===== src/rtl/booth_mult.sv =====
module booth_mult #(
  parameter int W = 8
) (
  input  logic           clk,
  input  logic           rst_n,
  input  logic           start,
  input  logic [W-1:0]   mcand,
  input  logic [W-1:0]   mplier,
  output logic           busy,
  output logic           done,
  output logic [2*W-1:0] product
);
  localparam int CW = $clog2(W + 1);

  logic [W:0]    ac;
  logic [W-1:0]  br;
  logic [W-1:0]  qr;
  logic          qx;
  logic [CW-1:0] cnt;
  logic [W:0]    sum;

  wire [W:0] br_x = {br[W-1], br};
  wire       last = (cnt == CW'(1));

  always_comb begin
    case ({qr[0], qx})
      2'b10:   sum = ac - br_x;
      2'b01:   sum = ac + br_x;
      default: sum = ac;
    endcase
  end

  always_ff @(posedge clk or negedge rst_n) begin
    if (!rst_n) begin
      ac   <= '0;
      br   <= '0;
      qr   <= '0;
      qx   <= 1'b0;
      cnt  <= '0;
      busy <= 1'b0;
      done <= 1'b0;
    end else begin
      done <= 1'b0;
      if (busy) begin
        ac  <= {sum[W], sum[W:1]};
        qr  <= {sum[0], qr[W-1:1]};
        qx  <= qr[0];
        cnt <= cnt - CW'(1);
        if (last) begin
          busy <= 1'b0;
          done <= 1'b1;
        end
      end else if (start) begin
        ac   <= '0;
        br   <= mcand;
        qr   <= mplier;
        qx   <= 1'b0;
        cnt  <= CW'(W);
        busy <= 1'b1;
      end
    end
  end

  assign product = {ac[W-1:0], qr};

  AST_NO_OVERFLOW: assert property (@(posedge clk) disable iff (!rst_n)
    ac[W] == ac[W-1]);
  AST_DONE_PULSE: assert property (@(posedge clk) disable iff (!rst_n)
    done |=> !done);
  AST_DONE_AT_END: assert property (@(posedge clk) disable iff (!rst_n)
    $fell(busy) |-> done);
  AST_COUNT_STEP: assert property (@(posedge clk) disable iff (!rst_n)
    (busy && !last) |=> (busy && cnt == $past(cnt) - CW'(1)));
  AST_START_IGNORED: assert property (@(posedge clk) disable iff (!rst_n)
    (busy && start) |=> $stable(br));
  AST_PROD_HOLD: assert property (@(posedge clk) disable iff (!rst_n)
    (!busy && !start) |=> $stable(product));
  AST_START_ACCEPT: assert property (@(posedge clk) disable iff (!rst_n)
    (!busy && start) |=> busy);
endmodule


===== config.mk =====
export PLATFORM = sky130hd
export DESIGN_NAME = booth_mult
export DESIGN_NICKNAME = d
export VERILOG_FILES = /design/src/rtl/booth_mult.sv
export SDC_FILE = /design/constraint.sdc
export NUM_CORES = 1
export LEC_CHECK = 0
export BUFFER_PORTS_ARGS = -buffer_cell sky130_fd_sc_hd__buf_2
export CAP_MARGIN = 10
export CORE_MARGIN = 2
export CORE_UTILIZATION = 45
export CTS_CLUSTER_DIAMETER = 100
export DETAILED_ROUTE_END_ITERATION = 8
export PLACE_DENSITY = 0.67
export SLEW_MARGIN = 40
export SYNTH_ARGS = -nofsm -noshare
export SYNTH_HDL_FRONTEND = slang
export SYNTH_SLANG_ARGS = --single-unit

===== constraint.sdc =====
create_clock -name clk -period 3.4 [get_ports clk]
set_input_delay 0.34 -clock clk [delete_from_list [all_inputs] [get_ports clk]]
set_output_delay 0.34 -clock clk [all_outputs]
set_load 0.1 [all_outputs]

==> flow_summary_export.csv <==
group,metric,value,unit
place,io_buffers,36,
clock_tree,clk_path_buf_depth,2,
clock_tree,cts_root_buf,"clkbuf_8",
setup_path,worst_setup_path_end_kind,"flop",
sta,setup_viol,0,
floorplanning,dieArea,4740,um2
setup_path,critPathMaxFanout,8,
floorplanning,io_pins,37,
synth,synth_flop_cell,"dfrtp_1",
floorplanning,rows,23,
synth,synth_area,1890,um2
synth,synth-seq-area-share,0.410,
drt,ant_nets,0,
sta,finalHoldViolations,0,
synth,synth.area.top_cells,"dfrtp_1, ha_1, mux2i_1",
drt,vias,1531,
place,gp_congestion,0.914,
clock_tree,clk_latency,280,ps
sta,slew_violations,0,
synth,synthArstFlopShare,1.00,
cells_and_area,nets,268,
floorplanning,die_w,68.9,um
synth,avgSynthCellArea,9.47,um2
hold_path,min_path_type,"in2async",
sta,clock.fmax,367,MHz
floorplanning,fp.dieH,68.9,um
drt,vias_per_cell,5.33,
clock_tree,cts_tree,"yes",
drt,dr.pass1.iters,4,
global_routing,grt_pass1_wl,6630,um
sta,layout_min_cycle_time,2720,ps
synth,yosysTopAreaCellShare,0.410,
synth,synth_fp_nets,232,
drt,drt_iter0_drc,60,
global_routing,grt_pass1_vias,1474,
place,hpwl,2860,um
clock_tree,cts_made_buffers,5,
setup_path,worst-setup-path-type,"reg2reg",
sta,fin_crit_sh,0.801,
cells_and_area,syn_to_final_growth,17.4,%
setup_path,worstPathArrival,2890,ps
drt,drc_errors,0,
sta,tightestPinTransition,753,ps
clock_tree,clk_transition_reported_paths,70,ps
synth,yosys_register_bits,31,
synth,yosysTopAreaCell,"dfrtp_1",
clock_tree,cts_sinks,31,
status,status,"completed",
floorplanning,start_util,0.470,
flow_run,max-cap-violations,0,
floorplanning,coreArea,4030,um2
cells_and_area,diodes,0,
setup_path,cp.required,3570,ps
clock_tree,holdBufCountCts,0,
sta,fin_hold_ws,92.5,ps
synth,synthDistinctLibCells,35,
drt,wl,3940,um
sta,setup_tns,0,ps
global_routing,grt_max_degree,34,
clock_tree,post_cts_resized,0,
clock_tree,post_cts_buffers,0,
synth,synth_cells,200,
sta,skew,4.32,ps
global_routing,grt_usage,0.190,
sta,rsz0062_at_grt,"false",
sta,slew_headroom,0.497,
global_routing,grt_antenna_before_repair,0,
cells_and_area,layout-drive-gt1-share,0.253,
setup_path,cp-start-kind,"flop",
global_routing,overflow,0,
synth,synth_edf_count,0,
synth,synth_warnings,0,
clock_tree,htree_levels,2,
drt,wire_per_inst,13.7,um
-- state kept, by name (all words and copies together) (netlist names) --
signal	count
ac	8
br	8
qr	8
cnt	4
busy	1
done	1
qx	1
-- Yosys cell counts, types with 3 or more instances --
cell and instances:
dfrtp_1 31, nand2_1 27, o21ai_0 20, nor2_1 16
mux2i_1 13, ha_1 12, a21oi_1 10, inv_1 8
mux2_2 7, xor2_1 6, buf_2 5, nor3_1 5
xnor2_1 5, a211oi_1 3, a31oi_1 3, nand3_1 3
-- critical path, cell delays in order (launching register included) --
cell and delay (ps):
dfrtp_1 390, inv_1 80, ha_1 340, mux2_2 410, fa_1 470, a211oi_2 280, o21bai_1 140, a21oi_2 160
mux2i_1 90, a221o_1 260
-- final timing paths --
path                       depth (start not counted)      to     start  slack, ps
min                                                1  cnt[3]     rst_n         90
max                                                9   ac[5]     qr[0]        680
min in group clk                                   3   br[0]  mcand[0]        260
max in group asynchronous                          1    busy     rst_n       2830
max reg2reg                                        9   ac[5]     qr[0]        680
min reg2reg                                        1    done    cnt[3]        500
-- cell families (layout without fill, tap and decap cells) --
logic type | Yosys count | in the layout | synth area share
AND/OR/NAND/NOR | 61 | 61 | 0.141
flip-flops | 31 | 31 | 0.410
buffers and inverters | 15 | 52 | 0.0330
adder cells (fa/ha/maj) | 13 | 13 | 0.0899
XOR/XNOR | 11 | 11 | 0.0509
AO/OA/AOI/OAI | 49 | 49 | 0.165
multiplexers | 20 | 20 | 0.110
-- routing by layer --
layer	vias up	wire, um	GRT usage
met5	-	0	0
met4	0	95	0.0833
met3	9	153	0.0455
met2	33	1800	0.292
met1	717	1890	0.254
li1	772	-	-
-- stage by stage --
step / instances / utilization / area (um2) / worst slack [ps]
finish: 287 / 0.552 / 2220 / 676
CTS: 287 / 0.552 / 2220 / 689
global placement: 279 / 0.522 / 2100 / 780
floorplan: 200 / - / 1890 / 288
global route: 287 / 0.552 / 2220 / 501
detailed placement: 279 / 0.522 / 2100 / 716
-- final cells by class --
class | instances | area, um2
clock buffers | 6 | 82.6
clock inverters | 2 | 35.0
fillers | 402 | 1810
inverters | 8 | 30.0
multi-input cells | 154 | 1050
flip-flops and latches | 31 | 777
well taps | 50 | 62.6
repair buffers | 36 | 180
-- cell usage in the layout (no fill, tap or decap), drive strengths merged, types with 3 or more instances in the layout --
| master | instances |
|---|---|
| a21o | 3 |
| nor2 | 16 |
| nand2 | 27 |
| dfrtp | 31 |
| buf | 36 |
| inv | 8 |
| nor3 | 6 |
| a211oi | 4 |
| a21oi | 11 |
| nand3 | 3 |
| o21ai | 21 |
| xor2 | 6 |
| xnor2 | 5 |
| mux2i | 13 |
| ha | 12 |
| mux2 | 7 |
| clkbuf | 6 |
| a31oi | 3 |
Power is not shown: default switching activity piles up to over one toggle a cycle in this logic, so the estimate is an artifact.
